[config.mk]
export PLATFORM = sky130hd
export DESIGN_NAME = stage_trigger
export DESIGN_NICKNAME = d
export VERILOG_FILES = /design/src/rtl/stg_pkg.sv /design/src/rtl/stg_cfg_regs.sv /design/src/rtl/stg_match.sv /design/src/rtl/stg_delay.sv /design/src/rtl/stage_trigger.sv
export SDC_FILE = /design/constraint.sdc
export NUM_CORES = 2
export LEC_CHECK = 0
export BUFFER_PORTS_ARGS = -buffer_cell sky130_fd_sc_hd__buf_2
export CAP_MARGIN = 30
export CORE_MARGIN = 2
export CORE_UTILIZATION = 50
export CTS_CLUSTER_SIZE = 12
export DETAILED_ROUTE_END_ITERATION = 16
export PLACE_DENSITY = 0.69
export SLEW_MARGIN = 20
export SYNTH_ARGS = -nofsm -noshare
export SYNTH_HDL_FRONTEND = slang
export SYNTH_SLANG_ARGS = --single-unit
[constraint.sdc]
create_clock -name clk -period 3.37 [get_ports clk]
set_input_delay 1.011 -clock clk [delete_from_list [all_inputs] [get_ports clk]]
set_output_delay 1.011 -clock clk [all_outputs]
set_load 0.03 [all_outputs]
[src/rtl/stg_pkg.sv]
`timescale 1ns/1ps
// Shared constants and types for the chained trigger.
// Assumes a 32-channel sample; field offsets follow the configuration word layout in the brief.
package stg_pkg;
    localparam int SMP_W    = 32;
    localparam int CH_W     = $clog2(SMP_W);
    localparam int DLY_W    = 16;
    localparam int LVL_W    = 2;
    localparam int F_LVL_LO = 16;
    localparam int F_CH_LO  = 20;
    localparam int F_SER    = 26;
    localparam int F_START  = 27;

    typedef enum logic [1:0] {
        SEL_MASK  = 2'd0,
        SEL_VALUE = 2'd1,
        SEL_CONF  = 2'd2
    } cfg_sel_e;

    typedef struct packed {
        logic [SMP_W-1:0] mask;
        logic [SMP_W-1:0] value;
        logic [DLY_W-1:0] delay;
        logic [LVL_W-1:0] level;
        logic [CH_W-1:0]  chan;
        logic             serial;
        logic             start;
    } stage_cfg_t;
endpackage

[src/rtl/stg_cfg_regs.sv]
`timescale 1ns/1ps
// Per-stage configuration storage, written one register at a time.
// Assumes at most one write per cycle; unknown select codes are dropped.
module stg_cfg_regs
    import stg_pkg::*;
#(
    parameter int NUM_STAGES = 4,
    localparam int IDX_W = (NUM_STAGES > 1) ? $clog2(NUM_STAGES) : 1
) (
    input  logic             clk,
    input  logic             rst_n,
    input  logic             we,
    input  logic [IDX_W-1:0] stage,
    input  logic [1:0]       sel,
    input  logic [SMP_W-1:0] data,
    output stage_cfg_t       cfg_o [NUM_STAGES]
);
    for (genvar g = 0; g < NUM_STAGES; g++) begin : g_reg
        // Load the addressed field of this stage.
        always_ff @(posedge clk) begin
            if (!rst_n) begin
                cfg_o[g] <= '0;
            end else if (we && stage == IDX_W'(g)) begin
                case (cfg_sel_e'(sel))
                    SEL_MASK:  cfg_o[g].mask  <= data;
                    SEL_VALUE: cfg_o[g].value <= data;
                    SEL_CONF: begin
                        cfg_o[g].delay  <= data[DLY_W-1:0];
                        cfg_o[g].level  <= data[F_LVL_LO +: LVL_W];
                        cfg_o[g].chan   <= data[F_CH_LO +: CH_W];
                        cfg_o[g].serial <= data[F_SER];
                        cfg_o[g].start  <= data[F_START];
                    end
                    default: ;
                endcase
            end
        end
    end
endmodule

[src/rtl/stg_match.sv]
`timescale 1ns/1ps
// Pattern comparator of one stage: parallel across channels or serial over one channel's history.
// Assumes the history shifts on every valid sample, armed or not; newest bit lands in bit 0.
module stg_match
    import stg_pkg::*;
(
    input  logic             clk,
    input  logic             rst_n,
    input  logic             step,
    input  logic [SMP_W-1:0] smp,
    input  logic             demux_en,
    input  stage_cfg_t       cfg,
    output logic             match
);
    localparam logic [CH_W-1:0] DEMUX_KEEP = {1'b0, {(CH_W-1){1'b1}}};

    logic [SMP_W-1:0] hist_q;
    logic [SMP_W-1:0] hist_nxt;
    logic [SMP_W-1:0] src;
    logic [CH_W-1:0]  eff_ch;

    assign eff_ch   = demux_en ? (cfg.chan & DEMUX_KEEP) : cfg.chan;
    assign hist_nxt = {hist_q[SMP_W-2:0], smp[eff_ch]};
    assign src      = cfg.serial ? hist_nxt : smp;
    assign match    = ((src ^ cfg.value) & cfg.mask) == '0;

    // Shift the selected channel into the history on each sample.
    always_ff @(posedge clk) begin
        if (!rst_n)    hist_q <= '0;
        else if (step) hist_q <= hist_nxt;
    end
endmodule

[src/rtl/stg_delay.sv]
`timescale 1ns/1ps
// Holds back one stage's action by its programmed sample count and remembers that it matched.
// Assumes hit is only raised while busy is low, so a pending count is never reloaded.
module stg_delay
    import stg_pkg::*;
(
    input  logic             clk,
    input  logic             rst_n,
    input  logic             clear,
    input  logic             step,
    input  logic             hit,
    input  logic [DLY_W-1:0] delay,
    output logic             fire,
    output logic             busy
);
    logic             pend_q;
    logic             done_q;
    logic [DLY_W-1:0] cnt_q;

    assign fire = step && ((hit && delay == '0) || (pend_q && cnt_q == DLY_W'(1)));
    assign busy = done_q;

    // Track match, pending delay and remaining sample count.
    always_ff @(posedge clk) begin
        if (!rst_n || clear) begin
            pend_q <= 1'b0;
            done_q <= 1'b0;
            cnt_q  <= '0;
        end else if (step) begin
            if (hit) begin
                done_q <= 1'b1;
                if (delay != '0) begin
                    pend_q <= 1'b1;
                    cnt_q  <= delay;
                end
            end else if (pend_q) begin
                if (cnt_q == DLY_W'(1)) pend_q <= 1'b0;
                else                    cnt_q  <= cnt_q - DLY_W'(1);
            end
        end
    end
endmodule

[src/rtl/stage_trigger.sv]
`timescale 1ns/1ps
// Chained multi-stage trigger: stages gated by a shared level, each raising it when it acts;
// a stage with its start flag set ends the search with a one-cycle capture pulse.
// Assumes arm is a single-cycle command pulse and takes priority over a sample in the same cycle.
module stage_trigger
    import stg_pkg::*;
#(
    parameter int NUM_STAGES = 4,
    localparam int IDX_W = (NUM_STAGES > 1) ? $clog2(NUM_STAGES) : 1
) (
    input  logic             clk,
    input  logic             rst_n,
    input  logic             cfg_we,
    input  logic [IDX_W-1:0] cfg_stage,
    input  logic [1:0]       cfg_sel,
    input  logic [SMP_W-1:0] cfg_data,
    input  logic             arm,
    input  logic             proto_v0,
    input  logic             demux_en,
    input  logic             smp_valid,
    input  logic [SMP_W-1:0] smp_data,
    output logic             capture_start,
    output logic [LVL_W-1:0] trig_level
);
    localparam logic [LVL_W-1:0] LVL_MAX = '1;

    stage_cfg_t            cfg [NUM_STAGES];
    logic [NUM_STAGES-1:0] match, hit, fire, busy, act, start_en;
    logic                  armed_q, fired_q, cap_q;
    logic [LVL_W-1:0]      level_q;
    logic                  live;

    assign live = armed_q && !fired_q && !arm;

    stg_cfg_regs #(.NUM_STAGES(NUM_STAGES)) u_regs (
        .clk   (clk),
        .rst_n (rst_n),
        .we    (cfg_we),
        .stage (cfg_stage),
        .sel   (cfg_sel),
        .data  (cfg_data),
        .cfg_o (cfg)
    );

    for (genvar g = 0; g < NUM_STAGES; g++) begin : g_stage
        localparam bit IS_FIRST = (g == 0);
        logic enabled;

        assign enabled = IS_FIRST || !proto_v0;

        stg_match u_match (
            .clk      (clk),
            .rst_n    (rst_n),
            .step     (smp_valid),
            .smp      (smp_data),
            .demux_en (demux_en),
            .cfg      (cfg[g]),
            .match    (match[g])
        );

        assign hit[g] = smp_valid && live && enabled && !busy[g]
                        && (level_q >= cfg[g].level) && match[g];

        stg_delay u_delay (
            .clk   (clk),
            .rst_n (rst_n),
            .clear (arm),
            .step  (smp_valid),
            .hit   (hit[g]),
            .delay (cfg[g].delay),
            .fire  (fire[g]),
            .busy  (busy[g])
        );

        assign act[g]      = fire[g] && live;
        assign start_en[g] = cfg[g].start;
    end

    // Arming state, shared level, one-shot latch and the registered start pulse.
    always_ff @(posedge clk) begin
        if (!rst_n) begin
            armed_q <= 1'b0;
            fired_q <= 1'b0;
            cap_q   <= 1'b0;
            level_q <= '0;
        end else if (arm) begin
            armed_q <= 1'b1;
            fired_q <= 1'b0;
            cap_q   <= 1'b0;
            level_q <= '0;
        end else begin
            cap_q <= |(act & start_en);
            if (|(act & start_en)) fired_q <= 1'b1;
            if (|act && level_q != LVL_MAX) level_q <= level_q + LVL_W'(1);
        end
    end

    assign capture_start = cap_q;
    assign trig_level    = level_q;
endmodule

# --- After elaboration in Yosys (flattened, before gate mapping) ---
# Index checks and enable logic that the tools add are counted.
totals:
  ff_bits: 557
  in_bits: 75
  word_cells: 232
  out_inout_bits: 3
op_classes:
  magnitude_cmp: 8
  muxes: 48
  n_eq_ne: 18
  add_sub_neg: 5
  bitwise: 10
  n_reduce_logical: 95
op_table:
  columns: ["op", "count"]
  rows:
  - ["16-bit two-way mux", 16]
  - ["32-bit bitwise AND", 4]
  - ["32-bit zero test", 4]
  - ["32-bit two-way mux", 4]
  - ["32-bit bitwise XOR", 4]
  - ["16-bit by 1-bit equality test with 1-bit output (second input constant)", 4]
  - ["16-bit zero test", 4]
  - ["16-bit nonzero test", 4]
  - ["16-bit by 1-bit subtractor with 16-bit output (second input constant)", 4]
  - ["2-bit AND reduction", 20]
  - ["1-bit logical AND", 37]
  - ["5-bit by 6-bit less-than comparator with 1-bit output (second input constant)", 4]
  - ["1-bit binary-select mux with 5-bit select", 4]
  - ["1-bit two-way mux", 20]
  - ["5-bit two-way mux", 4]
  - ["4-bit AND reduction", 4]
  - ["2-bit inequality test (second input constant)", 5]
  - ["2-bit greater-or-equal comparator", 4]
  - ["1-bit zero test", 8]
  - ["2-bit by 1-bit inequality test with 1-bit output (second input constant)", 4]
  - ["2-bit nonzero test", 4]
  - ["4-bit OR reduction", 2]
  - ["2-bit equality test (second input constant)", 3]
  - ["1-bit logical OR", 5]
  - ["other kinds (6)", 8]

# --- Depth between registers and ports, before layout ---
logic_depth:
  depth_word: 14
  ltp_mapped: 13
  depth_no_buf: 11

# --- Cells and area by module ---
# Synthesis repeated with hierarchy kept, for this count alone.
unflattened:
  hier_cells: 2897
  area_unflattened_um2: 27518.9
by_module_without_submodules:
  columns: ["module", "seq_area_each_um2", "cells_per_inst", "area_each_um2", "n_inst"]
  rows:
  - ["stg_cfg_regs", 7126.8, 1224, 12728.5, 1]
  - ["stg_match", 620.6, 234, 2205.9, 4]
  - ["stg_delay (g_stage[0].u_delay ...)", 360.3, 173, 1397.6, 3]
  - ["stg_delay (g_stage[3].u_delay)", 360.3, 168, 1332.5, 1]
  - ["stage_trigger", 100.1, 50, 441.7, 1]

# --- Least setup slack after synthesis ---
# No wires, ideal clock.
synth_path:
  path_kind: "input to register"
  start: "in smp_valid"
  end: "reg g_stage[2].u_delay.cnt_q[1]"
  setup_ps: 128
  required_ps: 3242
  path_stages: 10
  setup_slack_ps: -226
  arrival_time_ps: 3468
  n_path_buf: 1
  cell_sequence: "buf_4 -> nand4bb_1 -> or2_2 -> a2111o_1 -> and4bb_1 -> or4b_4 -> or4_4 -> o211a_4 -> mux2i_1 -> nor2_1"
synth_between:
  elab_chain_len: 7
  word_cells_on_any_way: 10
  classes_between: "eq/ne (2); mux (1); reduce/logical (7)"
synth_rtl:
  columns: ["element", "line_no", "source"]
  rows:
  - ["start, declared", "stage_trigger.sv:20", "input logic smp_valid,"]
  - ["1-bit logical AND (3 in series)", "stage_trigger.sv:61", "assign hit[g] = smp_valid && live && enabled && !busy[g]"]
  - ["1-bit logical AND (2 in series)", "stage_trigger.sv:62", "&& (level_q >= cfg[g].level) && match[g];"]
  - ["2-bit inequality test (no source line), or another cell as far along", null, null]
  - ["4-bit AND reduction (no source line)", null, null]
  - ["end signal, assigned", "stg_delay.sv:34", "cnt_q <= delay;"]
  - ["end signal, assigned", "stg_delay.sv:38", "else cnt_q <= cnt_q - DLY_W'(1);"]
  - ["end, declared", "stg_delay.sv:18", "logic [DLY_W-1:0] cnt_q;"]
# Several ways; a longest one is shown, not always the timed one.
# A chain may end at the register's enable or synchronous reset.

# --- Final worst setup path ---
layout_path:
  start: "in arm"
  end: "reg level_q[1] (netlist: trig_level[1])"
layout_between:
  elab_chain_len: 13
  word_cells_on_any_way: 35
  classes_between: "reduce/logical (35)"
layout_rtl:
  columns: ["element", "line_no", "source"]
  rows:
  - ["start, declared", "stage_trigger.sv:17", "input logic arm,"]
  - ["1-bit zero test", "stage_trigger.sv:33", "assign live = armed_q && !fired_q && !arm;"]
  - ["1-bit logical AND", "stage_trigger.sv:33", null]
  - ["1-bit logical AND (3 in series)", "stage_trigger.sv:61", null]
  - ["1-bit logical AND (2 in series)", "stage_trigger.sv:62", null]
  - ["1-bit logical AND", "stg_delay.sv:20", "assign fire = step && ((hit && delay == '0) || (pend_q && cnt_q == DLY_W'(1)));"]
  - ["1-bit logical OR", "stg_delay.sv:20", null]
  - ["1-bit logical AND", "stg_delay.sv:20", null]
  - ["1-bit logical AND", "stage_trigger.sv:75", "assign act[g] = fire[g] && live;"]
  - ["4-bit OR reduction", "stage_trigger.sv:94", "if (|act && level_q != LVL_MAX) level_q <= level_q + LVL_W'(1);"]
  - ["1-bit logical AND", "stage_trigger.sv:94", null]
  - ["end signal, assigned", "stage_trigger.sv:94", null]
  - ["end, declared", "stage_trigger.sv:30", "logic [LVL_W-1:0] level_q;"]
# Several ways; a longest one is shown, not always the timed one.

==> results.md <==
* Final Slew Violations at 0
* Multiplexer area fraction after synthesis at 0.129
* Synthesized-area fraction occupied by xor and xnor cells at 0.0297
* Cell area after layout at between 30000 and 40000 um^2
* Vias in the first global route at about 23000
* Vias post-DR at approximately 25000
* Placement Rows at 87
* Relative slew slack at 0.358
* Final WL at a little over 90000 um
* Mean cell area of the mapped netlist at slightly above 8 um^2
* Clock transition at the registers of the reported paths at approximately 0.06 ns
* Final Core Density at 0.582
* Synth async-reset ratio at 0
* Minimum clock period at about 3.4 ns
* Global-route wire length before repair at approximately 140000 um
* Startpoint class of the critical path: primary input
* Post-Place Cell Area at 30600 um^2
* Synth Register Bits at ~560
* Maximum vdd drop at between 400 and 500 uV
* Number of failing setup endpoints in the final timing report at 0
* Sequential power share at 0.462
* Clk pwr share at 0.447
* CP Max Fanout at 4
* Result of the run: finished, final reports clean
* Starting Density at 0.504
* Final hold violations at 0
* Largest family of logic cells by synthesized area: simple AND/OR/NAND/NOR gates
* Count of hold-fix buffers inserted at cts at 0
* TritonCTS clock tree: yes
* Maximum cell stage delay along the critical path at 0.56 ns
* Type of element capturing the critical path: register
* Crit path buf inv count at 2
* Overall die height at ~240 um
* Ratio of final minimum period to clock period at 0.995
* CP Data Required Time at ~4 ns
* Clock latency reported for the late side of the worst-skew pair at between 0.6 and 0.7 ns
* Length of the first detailed-routing pass in iterations at 5
* Total congestion overflow after global routing at 0
* Power Internal at 10.9 mW
* Clock Tree Buf Depth at 3
* Iteration-0 DRC count of the detailed router at ~2300
* Net load switching power at 3.64 mW
* Die width at 242 um
* Total of buffers placed on input and output ports at between 70 and 80
* Post-synth EDFFs at 0
* Path class of the lowest-slack min-delay path: register to register
* Post-Synthesis Cells at around 3400
* Maximum capacitance violations at 0
* Leading cell types in the layout, fill and taps excluded: nand2_1 (852), dfxtp_1 (552), a21boi_0 (357), mux2i_1 (308), buf_4 (192)
* Crit path max-delay cell type: or4_4
* Netlist area before placement at between 20000 and 30000 um^2
* Sequential-to-total area share from yosys stat at 0.394
* Transition time at the pin with the least slew margin at 0.963 ns
* Die ar. at approximately 59000 um^2
* Syn-to-layout area delta at 15.5%
* Predominant post-synthesis flop cell: dfxtp_1
* Global router's overall resource usage at 0.307
* Family of cells with the greatest summed delay on the critical path: simple AND/OR/NAND/NOR gates
* Fraction of final layout cells with drive strength greater than 1 at 0.137
* Count of antenna-violating nets left after detailed routing at 0
* Combinational Power Share at 0.091
* Max Clk Rate at ~300 MHz
* Pwr per Cell Area at 444 nW/um^2
* Hold slack final at ~0.46 ns
* Top-level port count at a little under 80
* Synthesized-area fraction occupied by ao, oa, aoi and oai cells at 0.185
* Largest net degree at the start of global routing at ~230
* Fin Clk Skew at around 0.018 ns
* Routed via count divided by cell count at 5.77
* Data arrival time of the critical path at ~3.9 ns
* CTS H-tree lvls at 2
* Most common cell after layout, fill and taps aside: nand2_1
* Core area at roughly 56000 um^2
* Weighted congestion at the end of routability-driven global placement at around 0.93
* Num Clock Sinks at about 560
* Fraction of the mapped netlist area in adder cells at 0.00752
* Number of clock buffers inserted by TritonCTS at slightly below 60
* Detailed Place HPWL at approximately 61000 um
* Number of remaining DRC errors at 0
* Fraction of power spent switching nets at 0.251
* Post-synthesis simple-gate area fraction at 0.217
* Number of antenna violations at the first check in global routing at 5
* Total leakage power at between 10 and 15 nW
* Critical path class: primary input to register
* Root cell of the clock tree: clkbuf_16
* Net count of the finished layout at between 3000 and 4000
* Crit path cell chain: buf_8 -> nand4bb_1 -> or2_4 -> buf_6 -> a2111o_1 -> and4bb_1 -> or4b_4 -> or4_4 -> nand2_2 -> o31a_1 -> mux2i_1
* Post-detailed-route wirelength per cell at ~21 um
* Number of distinct library cell variants in the gate-level netlist after synthesis at 73
* Setup repair after global routing missed its margin: true
* Syn nets at roughly 3500
* Count of yosys warnings during synthesis at 0
==> tightest hold or removal path, cell delays in order, from the launching register on <==
cell and delay (ns):
dfxtp_1 0.30, nand2_1 0.04, a21boi_0 0.07
==> final cells by class <==
cell class	instances	area, um^2
multi-input combinational	2577	16200
timing repair buffer	292	2290
sequential	557	11200
inverter	35	131
clock inverter	14	115
tap	756	946
fill	5128	23500
antenna	2	5.00
clock buffer	92	1800
==> cell families after synthesis <==
logic type | Yosys count
simple gates | 1357
compound gates | 749
flops | 557
mux | 358
buf+inv | 275
xor+xnor | 96
fa+ha+maj | 17
==> cell usage after synthesis (all sizes together) (4+ instances only) <==
cell,instances,area [um^2]
a2111oi,9,85.1
a211oi,23,173
a21boi,358,2690
a21o,15,113
a21oi,113,566
a221oi,4,35.0
a22o,4,35.0
a22oi,48,360
a31o,4,35.0
a31oi,14,87.6
and2,9,56.3
and3,6,37.5
buf,39,208
clkbuf,201,763
dfxtp,557,11200
ha,17,213
inv,35,131
mux2,46,518
mux2i,312,3120
nand2,853,3200
nand2b,50,313
nand3,28,140
nand4,30,194
nor2,91,342
nor2b,137,857
nor3,50,262
nor3b,14,110
nor4,38,238
nor4b,4,35.0
o211ai,7,52.6
o21a,7,52.6
o21ai,80,412
o221ai,4,35.0
o22ai,14,87.6
o31a,6,52.6
o31ai,17,128
or2,8,50.1
or3,19,119
or4,11,86.3
xnor2,95,832
==> stage by stage <==
step	instances	power [mW]	setup TNS, ns	setup WS, ns
after floorplan	3409	7.54	-1.89	-0.160
after global placement	4211	8.11	-43.88	-0.992
after detailed placement	4211	8.12	-42.49	-0.968
after CTS	4317	14.5	0	0.0157
after global routing	4323	14.9	-0.0765	-0.0339
final	4325	14.5	0	0.0166
==> path summary, 6_finish.rpt <==
path                     start           endpoint  slack, ns  cells after the start
max                        arm      trig_level[1]       0.02                     11
min          u_regs.cfg_o[273]  u_regs.cfg_o[273]       0.46                      2
min reg2reg  u_regs.cfg_o[273]  u_regs.cfg_o[273]       0.46                      2
max reg2reg      trig_level[0]      trig_level[1]       0.08                     11
==> layer usage <==
layer,global-route usage,part of all wire
met5,0,0.00044
met4,0.134,0.043
met3,0.0486,0.084
met2,0.469,0.43
met1,0.430,0.44
==> registers in the layout, summed over array words and instances, names as in the netlist, 2 cells and up <==
signal	count
g_stage.u_delay.pend_q	4
g_stage.u_delay.cnt_q	64
u_regs.cfg_o	356
g_stage.u_match.hist_q	124
trig_level	2
g_stage.u_delay.busy	4
==> power by group through the flow <==
stage,combinational [mW],sequential (mW),clock [mW]
after global placement,1.27,6.85,0
after detailed placement,1.27,6.85,0
final,1.32,6.70,6.49
after CTS,1.28,6.70,6.56
after floorplan,0.710,6.83,0
after global routing,1.37,6.71,6.83
==> repair_timing <==
action / 4_1_cts / 5_1_grt
resized for setup: 7 / 25
pin swaps: 0 / 15
endpoints found under the setup margin: 31 / 46
setup buffers: 0 / 6
Power figures use the tool's default switching activity.
